$ cat config.mk
export PLATFORM = sky130hd
export DESIGN_NAME = edo_dram_ctrl
export DESIGN_NICKNAME = d
export VERILOG_FILES = /design/src/rtl/edo_pkg.sv /design/src/rtl/edo_wait_counter.sv /design/src/rtl/edo_refresh_timer.sv /design/src/rtl/edo_col_tracker.sv /design/src/rtl/edo_dram_ctrl.sv
export SDC_FILE = /design/constraint.sdc
export NUM_CORES = 1
export LEC_CHECK = 0
export ABC_AREA = 0
export CORE_MARGIN = 3
export CORE_UTILIZATION = 37
export DETAILED_ROUTE_END_ITERATION = 7
export PLACE_DENSITY_LB_ADDON = 0.15
export REMOVE_ABC_BUFFERS = 1
export SLEW_MARGIN = 20
export SYNTH_ARGS = -nofsm -noshare
export SYNTH_HDL_FRONTEND = slang
export SYNTH_HIERARCHICAL = 1
export SYNTH_SLANG_ARGS = --single-unit
$ cat constraint.sdc
create_clock -name clk -period 6.1 [get_ports clk]
set_input_delay 0.61 -clock clk [delete_from_list [all_inputs] [get_ports clk]]
set_output_delay 0.61 -clock clk [all_outputs]
set_load 0.1 [all_outputs]
$ cat src/rtl/edo_pkg.sv
package edo_pkg;

  typedef enum logic [2:0] {
    ST_PRECH,
    ST_IDLE,
    ST_ROW,
    ST_CASLO,
    ST_CASHI,
    ST_RFCAS,
    ST_RFRAS,
    ST_RFHOLD
  } seq_st_t;

  // nanoseconds to whole clock cycles, rounded up, at least one
  function automatic int ns_to_cyc(input int ns, input int mhz);
    int c;
    c = (ns * mhz + 999) / 1000;
    if (c < 1) c = 1;
    return c;
  endfunction

  function automatic int max_of(input int a, input int b);
    return (a > b) ? a : b;
  endfunction

endpackage

$ cat src/rtl/edo_wait_counter.sv
module edo_wait_counter #(
  parameter int CW      = 4,
  parameter int RST_VAL = 0
) (
  input  logic          clk,
  input  logic          rst_n,
  input  logic          load,
  input  logic [CW-1:0] load_val,
  output logic          zero
);

  logic [CW-1:0] cnt_q, cnt_d;

  always_comb begin
    cnt_d = cnt_q;
    if (load)               cnt_d = load_val;
    else if (cnt_q != '0)   cnt_d = cnt_q - 1'b1;
  end

  always_ff @(posedge clk or negedge rst_n) begin
    if (!rst_n) cnt_q <= CW'(RST_VAL);
    else        cnt_q <= cnt_d;
  end

  assign zero = (cnt_q == '0);

endmodule

$ cat src/rtl/edo_refresh_timer.sv
module edo_refresh_timer #(
  parameter int INTERVAL = 1560
) (
  input  logic clk,
  input  logic rst_n,
  input  logic ack,
  output logic pend
);

  localparam int TW = $clog2(INTERVAL + 1);

  logic [TW-1:0] cnt_q, cnt_d;
  logic          pend_q, pend_d;
  logic          tick;

  assign tick = (cnt_q == TW'(INTERVAL - 1));

  always_comb begin
    cnt_d  = tick ? '0 : cnt_q + 1'b1;
    pend_d = pend_q;
    if (ack)  pend_d = 1'b0;
    if (tick) pend_d = 1'b1;
  end

  always_ff @(posedge clk or negedge rst_n) begin
    if (!rst_n) begin
      cnt_q  <= '0;
      pend_q <= 1'b0;
    end else begin
      cnt_q  <= cnt_d;
      pend_q <= pend_d;
    end
  end

  assign pend = pend_q;

endmodule

$ cat src/rtl/edo_col_tracker.sv
module edo_col_tracker #(
  parameter int CW = 10,
  parameter int LW = 3
) (
  input  logic          clk,
  input  logic          rst_n,
  input  logic          start,
  input  logic [CW-1:0] start_col,
  input  logic [LW-1:0] start_len,
  input  logic          step,
  output logic [CW-1:0] col,
  output logic          last,
  output logic          empty
);

  logic [CW-1:0] col_q, col_d;
  logic [LW:0]   left_q, left_d;

  always_comb begin
    col_d  = col_q;
    left_d = left_q;
    if (start) begin
      col_d  = start_col;
      left_d = {1'b0, start_len} + 1'b1;
    end else if (step) begin
      col_d  = col_q + 1'b1;           // wraps inside the row
      left_d = left_q - 1'b1;
    end
  end

  always_ff @(posedge clk or negedge rst_n) begin
    if (!rst_n) begin
      col_q  <= '0;
      left_q <= '0;
    end else begin
      col_q  <= col_d;
      left_q <= left_d;
    end
  end

  assign col   = col_q;
  assign last  = (left_q == (LW+1)'(1));
  assign empty = (left_q == '0);

endmodule

$ cat src/rtl/edo_dram_ctrl.sv
module edo_dram_ctrl #(
  parameter int CLK_MHZ  = 100,
  parameter int MA_W     = 10,
  parameter int LANE_W   = 8,
  parameter int BL_W     = 3,
  parameter int T_RAC_NS = 50,
  parameter int T_CAC_NS = 13,
  parameter int T_PC_NS  = 20,
  parameter int T_RP_NS  = 30,
  parameter int T_RAS_NS = 50,
  parameter int T_CSR_NS = 5,
  parameter int T_CHR_NS = 10,
  parameter int REF_NS   = 15600
) (
  input  logic                clk,
  input  logic                rst_n,
  input  logic                req,
  output logic                ready,
  input  logic [2*MA_W-1:0]   addr,
  input  logic                we,
  input  logic [1:0]          be,
  input  logic [BL_W-1:0]     blen,
  input  logic [2*LANE_W-1:0] wdata,
  output logic                wbeat_taken,
  output logic [2*LANE_W-1:0] rdata,
  output logic                rdata_valid,
  output logic                done,
  output logic                ras_n,
  output logic                casl_n,
  output logic                cash_n,
  output logic                we_n,
  output logic                oe_n,
  output logic [MA_W-1:0]     dram_addr,
  output logic [2*LANE_W-1:0] dq_out,
  output logic                dq_oe,
  input  logic [2*LANE_W-1:0] dq_in
);
  import edo_pkg::*;

  localparam int DQ_W   = 2 * LANE_W;
  localparam int RCD_C  = ns_to_cyc(T_RAC_NS - T_CAC_NS, CLK_MHZ);
  localparam int CAS_C  = ns_to_cyc(T_CAC_NS, CLK_MHZ);
  localparam int CP_C   = ns_to_cyc(T_PC_NS - T_CAC_NS, CLK_MHZ);
  localparam int RP_C   = ns_to_cyc(T_RP_NS, CLK_MHZ);
  localparam int RAS_C  = ns_to_cyc(T_RAS_NS, CLK_MHZ);
  localparam int CSR_C  = ns_to_cyc(T_CSR_NS, CLK_MHZ);
  localparam int CHR_C  = ns_to_cyc(T_CHR_NS, CLK_MHZ);
  localparam int REF_C  = ns_to_cyc(REF_NS, CLK_MHZ);
  localparam int MAXC   = max_of(max_of(max_of(RP_C, RCD_C), max_of(CAS_C, CP_C)),
                                 max_of(RAS_C, max_of(CSR_C, CHR_C)));
  localparam int CNT_W  = $clog2(MAXC + 1);

  // reset: asynchronous assertion, synchronous release
  logic rs1_q, rs2_q, rst_sync_n;
  always_ff @(posedge clk or negedge rst_n) begin
    if (!rst_n) begin
      rs1_q <= 1'b0;
      rs2_q <= 1'b0;
    end else begin
      rs1_q <= 1'b1;
      rs2_q <= rs1_q;
    end
  end
  assign rst_sync_n = rs2_q;

  seq_st_t st_q, st_d;
  logic    wait_zero, wait_load;
  logic [CNT_W-1:0] wait_val;
  logic    ref_pend, ref_ack;
  logic    accept;
  logic    trk_step, trk_last, trk_empty;
  logic [MA_W-1:0] trk_col;
  logic    wr_q, wr_sel;
  logic [1:0] be_q;
  logic [MA_W-1:0] row_q;
  logic [CNT_W-1:0] age_q, age_d;
  logic    ras_ok;

  // output registers
  logic    ras_q, ras_d;
  logic [1:0] cas_q, cas_d;
  logic    we_q, we_d, oe_q, oe_d, dqoe_q, dqoe_d;
  logic [MA_W-1:0] ma_q, ma_d;
  logic [DQ_W-1:0] dqo_q, rd_q;
  logic    rv_q, rv_d, dn_q, dn_d, wbt_q, wbt_d;
  logic    beat_end;

  assign ready  = (st_q == ST_IDLE) && !ref_pend;
  assign accept = req && ready;
  assign ras_ok = (age_q >= CNT_W'(RAS_C));
  assign beat_end = (st_q == ST_CASLO) && wait_zero;

  edo_refresh_timer #(.INTERVAL(REF_C)) u_ref (
    .clk(clk), .rst_n(rst_sync_n), .ack(ref_ack), .pend(ref_pend)
  );

  edo_wait_counter #(.CW(CNT_W), .RST_VAL(RP_C - 1)) u_wait (
    .clk(clk), .rst_n(rst_sync_n), .load(wait_load), .load_val(wait_val),
    .zero(wait_zero)
  );

  edo_col_tracker #(.CW(MA_W), .LW(BL_W)) u_col (
    .clk(clk), .rst_n(rst_sync_n), .start(accept), .start_col(addr[MA_W-1:0]),
    .start_len(blen), .step(trk_step), .col(trk_col), .last(trk_last),
    .empty(trk_empty)
  );

  // sequencer next state
  always_comb begin
    st_d     = st_q;
    ref_ack  = 1'b0;
    trk_step = 1'b0;
    case (st_q)
      ST_PRECH:  if (wait_zero) st_d = ST_IDLE;
      ST_IDLE: begin
        if (ref_pend) begin                              // refresh first
          st_d    = ST_RFCAS;
          ref_ack = 1'b1;
        end else if (accept) begin
          st_d = ST_ROW;
        end
      end
      ST_ROW:    if (wait_zero) st_d = ST_CASLO;
      ST_CASLO: begin
        if (wait_zero) begin
          st_d     = ST_CASHI;
          trk_step = 1'b1;
        end
      end
      ST_CASHI: begin
        if (wait_zero) begin
          if (!trk_empty)  st_d = ST_CASLO;              // next page beat
          else if (ras_ok) st_d = ST_PRECH;
        end
      end
      ST_RFCAS:  if (wait_zero) st_d = ST_RFRAS;         // CAS leads RAS
      ST_RFRAS:  if (wait_zero) st_d = ST_RFHOLD;
      ST_RFHOLD: if (ras_ok)    st_d = ST_PRECH;
      default:   st_d = ST_PRECH;
    endcase
  end

  // per-state wait length
  always_comb begin
    wait_load = (st_d != st_q);
    case (st_d)
      ST_PRECH: wait_val = CNT_W'(RP_C - 1);
      ST_ROW:   wait_val = CNT_W'(RCD_C - 1);
      ST_CASLO: wait_val = CNT_W'(CAS_C - 1);
      ST_CASHI: wait_val = CNT_W'(CP_C - 1);
      ST_RFCAS: wait_val = CNT_W'(CSR_C - 1);
      ST_RFRAS: wait_val = CNT_W'(CHR_C - 1);
      default:  wait_val = '0;
    endcase
  end

  // pin decode from the next state
  always_comb begin
    wr_sel = accept ? we : wr_q;
    ras_d  = !(st_d inside {ST_ROW, ST_CASLO, ST_CASHI, ST_RFRAS, ST_RFHOLD});
    for (int i = 0; i < 2; i++) begin
      cas_d[i] = !(((st_d == ST_CASLO) && be_q[i]) ||
                   (st_d inside {ST_RFCAS, ST_RFRAS}));
    end
    we_d   = !(wr_sel && (st_d inside {ST_ROW, ST_CASLO, ST_CASHI}));
    oe_d   = !(!wr_q && (st_d == ST_CASLO));
    dqoe_d = wr_q && ((st_d == ST_CASLO) ||
                      ((st_q == ST_CASLO) && (st_d == ST_CASHI)));
    ma_d   = ((st_d == ST_ROW) && (st_q != ST_ROW)) ? addr[2*MA_W-1:MA_W] : trk_col;
    wbt_d  = wr_q && (st_d == ST_CASLO) && (st_q != ST_CASLO);
    rv_d   = beat_end && !wr_q;
    dn_d   = beat_end && trk_last;
    age_d  = '0;
    if (!ras_d) begin
      if (ras_q)       age_d = CNT_W'(1);
      else if (ras_ok) age_d = age_q;
      else             age_d = age_q + 1'b1;
    end
  end

  always_ff @(posedge clk or negedge rst_sync_n) begin
    if (!rst_sync_n) begin
      st_q   <= ST_PRECH;
      wr_q   <= 1'b0;
      be_q   <= 2'b00;
      row_q  <= '0;
      age_q  <= '0;
      ras_q  <= 1'b1;
      cas_q  <= 2'b11;
      we_q   <= 1'b1;
      oe_q   <= 1'b1;
      dqoe_q <= 1'b0;
      ma_q   <= '0;
      dqo_q  <= '0;
      rd_q   <= '0;
      rv_q   <= 1'b0;
      dn_q   <= 1'b0;
      wbt_q  <= 1'b0;
    end else begin
      st_q   <= st_d;
      age_q  <= age_d;
      ras_q  <= ras_d;
      cas_q  <= cas_d;
      we_q   <= we_d;
      oe_q   <= oe_d;
      dqoe_q <= dqoe_d;
      ma_q   <= ma_d;
      rv_q   <= rv_d;
      dn_q   <= dn_d;
      wbt_q  <= wbt_d;
      if (accept) begin
        wr_q  <= we;
        be_q  <= be;
        row_q <= addr[2*MA_W-1:MA_W];
      end
      if (wbt_d) dqo_q <= wdata;
      if (rv_d)  rd_q  <= dq_in;                         // late capture
    end
  end

  assign ras_n       = ras_q;
  assign casl_n      = cas_q[0];
  assign cash_n      = cas_q[1];
  assign we_n        = we_q;
  assign oe_n        = oe_q;
  assign dram_addr   = ma_q;
  assign dq_out      = dqo_q;
  assign dq_oe       = dqoe_q;
  assign rdata       = rd_q;
  assign rdata_valid = rv_q;
  assign done        = dn_q;
  assign wbeat_taken = wbt_q;

endmodule

-- Yosys cells after proc, flatten, opt, wreduce, memory -nomap -nowiden
Index checks and enable logic that the tools add are counted.
- mux-type cells: 30
- $lt $le $gt $ge: 1
- equal/unequal tests: 19
- reduce and logical (&&, ||, !) cells: 35
- $add $sub $neg: 6
- operator list (cell ; count):
    two-way mux 3 bit ; 15
    two-way mux 10 bit ; 3
    equality test 3 bit (second input constant) ; 8
    one-hot mux 3 bit (8 select lines) ; 1
    logical AND 1 bit ; 14
    equality test 3 x 2 -> 1 bit (second input constant) ; 4
    adder 11 x 1 -> 11 bit (second input constant) ; 1
    equality test 11 bit (second input constant) ; 1
    two-way mux 11 bit ; 1
    adder 10 x 1 -> 10 bit (second input constant) ; 1
    zero test 3 bit ; 3
    two-way mux 4 bit ; 2
    nonzero test 2 bit ; 4
    zero test 1 bit ; 7
    two-way mux 1 bit ; 7
    inequality test 3 x 2 -> 1 bit (second input constant) ; 2
    one-hot mux 2 bit (3 select lines) ; 1
    nonzero test 3 bit ; 2
    nonzero test 5 bit ; 1
    adder 3 x 1 -> 4 bit (second input constant) ; 1
    equality test 4 x 1 -> 1 bit (second input constant) ; 1
    zero test 4 bit ; 1
    subtractor 4 x 1 -> 4 bit (second input constant) ; 1
    adder 3 x 1 -> 3 bit (second input constant) ; 1
    other kinds (6) ; 8
- flip-flop bits (word level): 91
- output and inout port bits: 52
- bits of input ports: 61
- logic and storage cells: 113

-- Longest topological paths before layout
- depth in word-level cells: 10
- depth in mapped cells: 13
- depth with buffers taken out: 12

-- Cells and area by module
The synthesis kept the hierarchy.
- modules (own cells, without submodules) (module ; sequential area each (sq um) ; instances ; cells each ; area an instance (sq um)):
    edo_dram_ctrl ; 1557.7 ; 1 ; 215 ; 2640.0
    edo_col_tracker ; 350.3 ; 1 ; 86 ; 823.3
    edo_refresh_timer ; 300.3 ; 1 ; 53 ; 541.8
    edo_wait_counter ; 76.3 ; 1 ; 21 ; 202.7

-- Least setup slack after synthesis
Ideal clock, no wire load.
- path type: register -> output
- start point: register st_q[1]
- end point: output port ready
- path slack: 2.774 ns
- required time: 5.490 ns
- path buffers: 1
- stages on the path, launching flop included: 4
- data arrival time: 2.716 ns
- cells stage by stage: dfrtp_1 > buf_2 > nand2b_1 > nor3_1
- word-level cells in the longest chain between the ends: 2
- RTL lines (item ; RTL line ; RTL):
    from (decl) ; edo_dram_ctrl.sv:66 ; seq_st_t st_q, st_d;
    from (signal assigned) ; edo_dram_ctrl.sv:200 ; st_q <= st_d;
    equality test 3 x 1 -> 1 bit ; edo_dram_ctrl.sv:88 ; assign ready = (st_q == ST_IDLE) && !ref_pend;
    logical AND 1 bit ; edo_dram_ctrl.sv:88 ;
    to (decl) ; edo_dram_ctrl.sv:18 ; output logic ready,
No other way between the ends.

-- Worst setup path in the final report
- start point: register u_wait.cnt_q[1]
- end point: register u_wait.cnt_q[1]
- elaborated cells between the ends (all ways): 18
- classes of those cells: add/sub: 1; eq/ne: 3; mux: 10; reduce/logical: 4
- RTL lines (item ; RTL line ; RTL):
    from (decl) ; edo_wait_counter.sv:12 ; logic [CW-1:0] cnt_q, cnt_d;
    from (signal assigned) ; edo_wait_counter.sv:21 ; if (!rst_n) cnt_q <= CW'(RST_VAL);
    from (signal assigned) ; edo_wait_counter.sv:22 ; else cnt_q <= cnt_d;
    zero test 3 bit (*) ; edo_wait_counter.sv:25 ; assign zero = (cnt_q == '0);
    named net wait_zero ; edo_dram_ctrl.sv:67 ; logic wait_zero, wait_load;
    two-way mux 3 bit, or another cell as far along ; edo_dram_ctrl.sv:137 ; ST_RFRAS: if (wait_zero) st_d = ST_RFHOLD;
    one-hot mux 3 bit (8 select lines) (*) ; edo_dram_ctrl.sv:113 ; case (st_q)
    named net st_d[0] ; edo_dram_ctrl.sv:66 ;
    inequality test 3 bit (*) ; edo_dram_ctrl.sv:145 ; wait_load = (st_d != st_q);
    named net wait_load ; edo_dram_ctrl.sv:67 ;
    two-way mux 3 bit / nonzero test 2 bit (equally long branches) ; - ;
The timed path passes the listed nets; every way through them passes the cells marked *. The select of a mux whose other input is x is not followed.
A chain may end at the register's enable or synchronous reset.

==> results.yml <==
grt:
  grt_pass1_vias: 3275
  track_usage_pct: 15.5
  grt_max_degree: 66
  antenna_found_initial: 0
  grt_pass1_wl_um: 15800
  overflow: 0
drt:
  dr.pass1.iters: 4
  drtIter0Drc: 148
  wl_per_cell_um: 14.7
  postRouteAntennaNets: 0
  route.detailed.drc: 0
  drt_wl_total_um: 9320
  via_per_inst: 5.00
  vias: 3159
setup_path:
  crit_buf_inv: 4
  critical_path.max_stage_delay_ns: 0.54
  required_ns: 6.35
  critical_path_class: "reg2reg"
  cp-start-kind: "flip-flop"
  crit_fanout: 10
  cpMaxStageDelayCell: "dfstp_2"
  cp_cell_sequence: "inv_1, ha_1, nand2b_1, inv_1, nor3b_1, a211oi_1, and3_4, inv_2, and2_1, o21ai_0, inv_1, a311oi_1"
  critPathCaptureType: "flip-flop"
  timing.critical_path.mode_cell: "inv_1"
  arrival_ns: 3.37
  cpLargestDelayFamily: "compound AO/OA/AOI/OAI gates"
floorplan:
  start_util_pct: 38.3
  rows: 38
  num_io_pins: 113
  dieArea_um2: 12700
  die_width_um: 113
  die_h_um: 113
  coreArea_um2: 11000
timing:
  period_share_pct: 51.1
  hold_viol: 0
  slew_headroom_pct: 31.9
  fin_worst_skew_ns: 0.00771
  fmax_mhz: 321
  rsz0062_at_grt: "no"
  tns_ns: 0
  fin_ws_ns: 2.98
  tightest_slew_ns: 1.02
  period_needed_ns: 3.12
  maxSlewViolCount: 0
  setup_viol_count_final: 0
synthesis:
  yosys-top-cells-count: "85 x dfrtp_1, 60 x nand2_1, 25 x mux2_2"
  synth.distinct_cells: 59
  postSynth.asyncResetShare_pct: 100
  avgSynthCellArea_um2: 11.2
  yosysTopAreaCell: "dfrtp_1"
  yosysMostFrequentCell: "dfrtp_1"
  ys_seq_area_share_pct: 54.3
  synth.area.top_cells: "dfrtp_1 51%, mux2_2 6.7%, nand2_1 5.4%"
  synth_flop_cell: "dfrtp_1"
  yosys.area.top_type_share_pct: 50.6
  ys.warnings.count: 6
  syn_inst: 375
  synth-edff-count: 0
  synth_area_um2: 4210
  synth_seq_cells: 91
placed_design:
  place_hpwl_um: 6780
  place_ws_ns: 2.90
  numPortBuffers: 112
  dp_cells: 617
  gp_congestion: 0.790
clock_tree:
  numCtsBuffers: 9
  clk_path_buf_depth: 2
  ctsHoldBuffers: 0
  clk_pin_slew_ns: 0.07
  cts_num_sinks: 91
  cts_tree: "built"
  clk_latency_ns: 0.34
  cts_root_buf: "clkbuf_16"
  cts_max_level: 3
  cts_resized: 0
  post-cts-setup-buffer-count: 0
final_layout:
  nets: 558
  fin_cells: 632
  n_antenna_cell: 0
  layout-drive-gt1-share_pct: 13.8
  synthToLayoutAreaGrowth_pct: 37.2
hold_path:
  worstHoldPathType: "reg2async"
run:
  maxCapViolations: 0
run_status:
  outcome: "completed"
[metal layers]
metal | vias up | global-route usage, % | wire, µm
met5 | - | 0 | 0
met4 | 0 | 6.49 | 223
met3 | 17 | 3.45 | 499
met2 | 103 | 24.4 | 4150
met1 | 1514 | 20.8 | 4450
li1 | 1525 | - | -
[registers in the layout (all words and copies together) (netlist names), 2 cells and up]
name          flops
u_col/left_q      4
u_col/col        10
rdata            16
st_q              3
dq_out           16
dram_addr        10
u_wait/cnt_q      3
u_ref/cnt_q      11
cas_q             2
be_q              2
age_q             3
[worst reg2reg max path, stage by stage, from the launching register on]
cell      delay, ns
dfstp_2        0.54
inv_1          0.06
ha_1           0.21
nand2b_1       0.13
inv_1          0.15
nor3b_1        0.19
a211oi_1       0.31
and3_4         0.26
inv_2          0.07
and2_1         0.15
o21ai_0        0.53
inv_1          0.15
a311oi_1       0.29
[through the flow]
step                util [%]  hold WS [ns]  cell area [µm²]
detailed placement      49.6         0.239             5450
CTS                     52.6         0.242             5770
floorplan                  -         0.314             4140
finish                  52.6         0.224             5770
global placement        49.6         0.239             5450
global route            52.6         0.261             5770
[cell usage in the layout, fill, tap and decap left out, types with 4 or more instances in the layout]
master	n
a21oi_1	5
a31oi_1	5
clkbuf_16	9
clkdlybuf4s50_1	112
dfrtp_1	84
dfstp_2	6
ha_1	9
inv_1	15
mux2_2	25
mux2_4	9
nand2_1	60
nand2b_1	4
nand3_1	9
nand4_1	7
nor2_1	20
nor2b_1	7
nor3_1	7
nor3b_1	5
o21ai_0	10
o21ai_1	8
or4_1	5
xnor2_1	6
xor2_1	11
[final cells by class]
type,count,area [µm²]
inverters,17,63.8
clock inverters,6,97.6
repair buffers,114,1140
multi-input cells,255,1790
flip-flops and latches,91,2290
fillers,1009,5210
well taps,140,175
clock buffers,9,225
[final timing paths]
path,from,end,slack (ns),depth (start not counted)
worst max-delay path,u_wait/cnt_q[1],u_wait/cnt_q[1],2.98,12
worst min-delay path,rs2_q,u_ref/cnt_q[1],0.22,0
worst max register to register,u_wait/cnt_q[1],u_wait/cnt_q[1],2.98,12
worst min register to register,rs2_q,u_ref/cnt_q[1],0.22,0
max in group asynchronous,rs2_q,dq_out[0],4.78,1
min in group clk,rs1_q,rs2_q,0.36,0
[cells by family after synthesis]
group                    Yosys count  share of synthesized area (%)
buffers and inverters             29                           3.24
multiplexers                      35                           10.1
AO/OA/AOI/OAI                     48                           7.67
other                              2                          0.178
adder cells (fa/ha/maj)            9                           2.68
AND/OR/NAND/NOR                  144                           18.3
XOR/XNOR                          17                           3.54
flip-flops                        91                           54.3
Power is left out: the tool's default activity adds up to more than one toggle a clock period on the data nets, which glitch-free logic cannot reach.
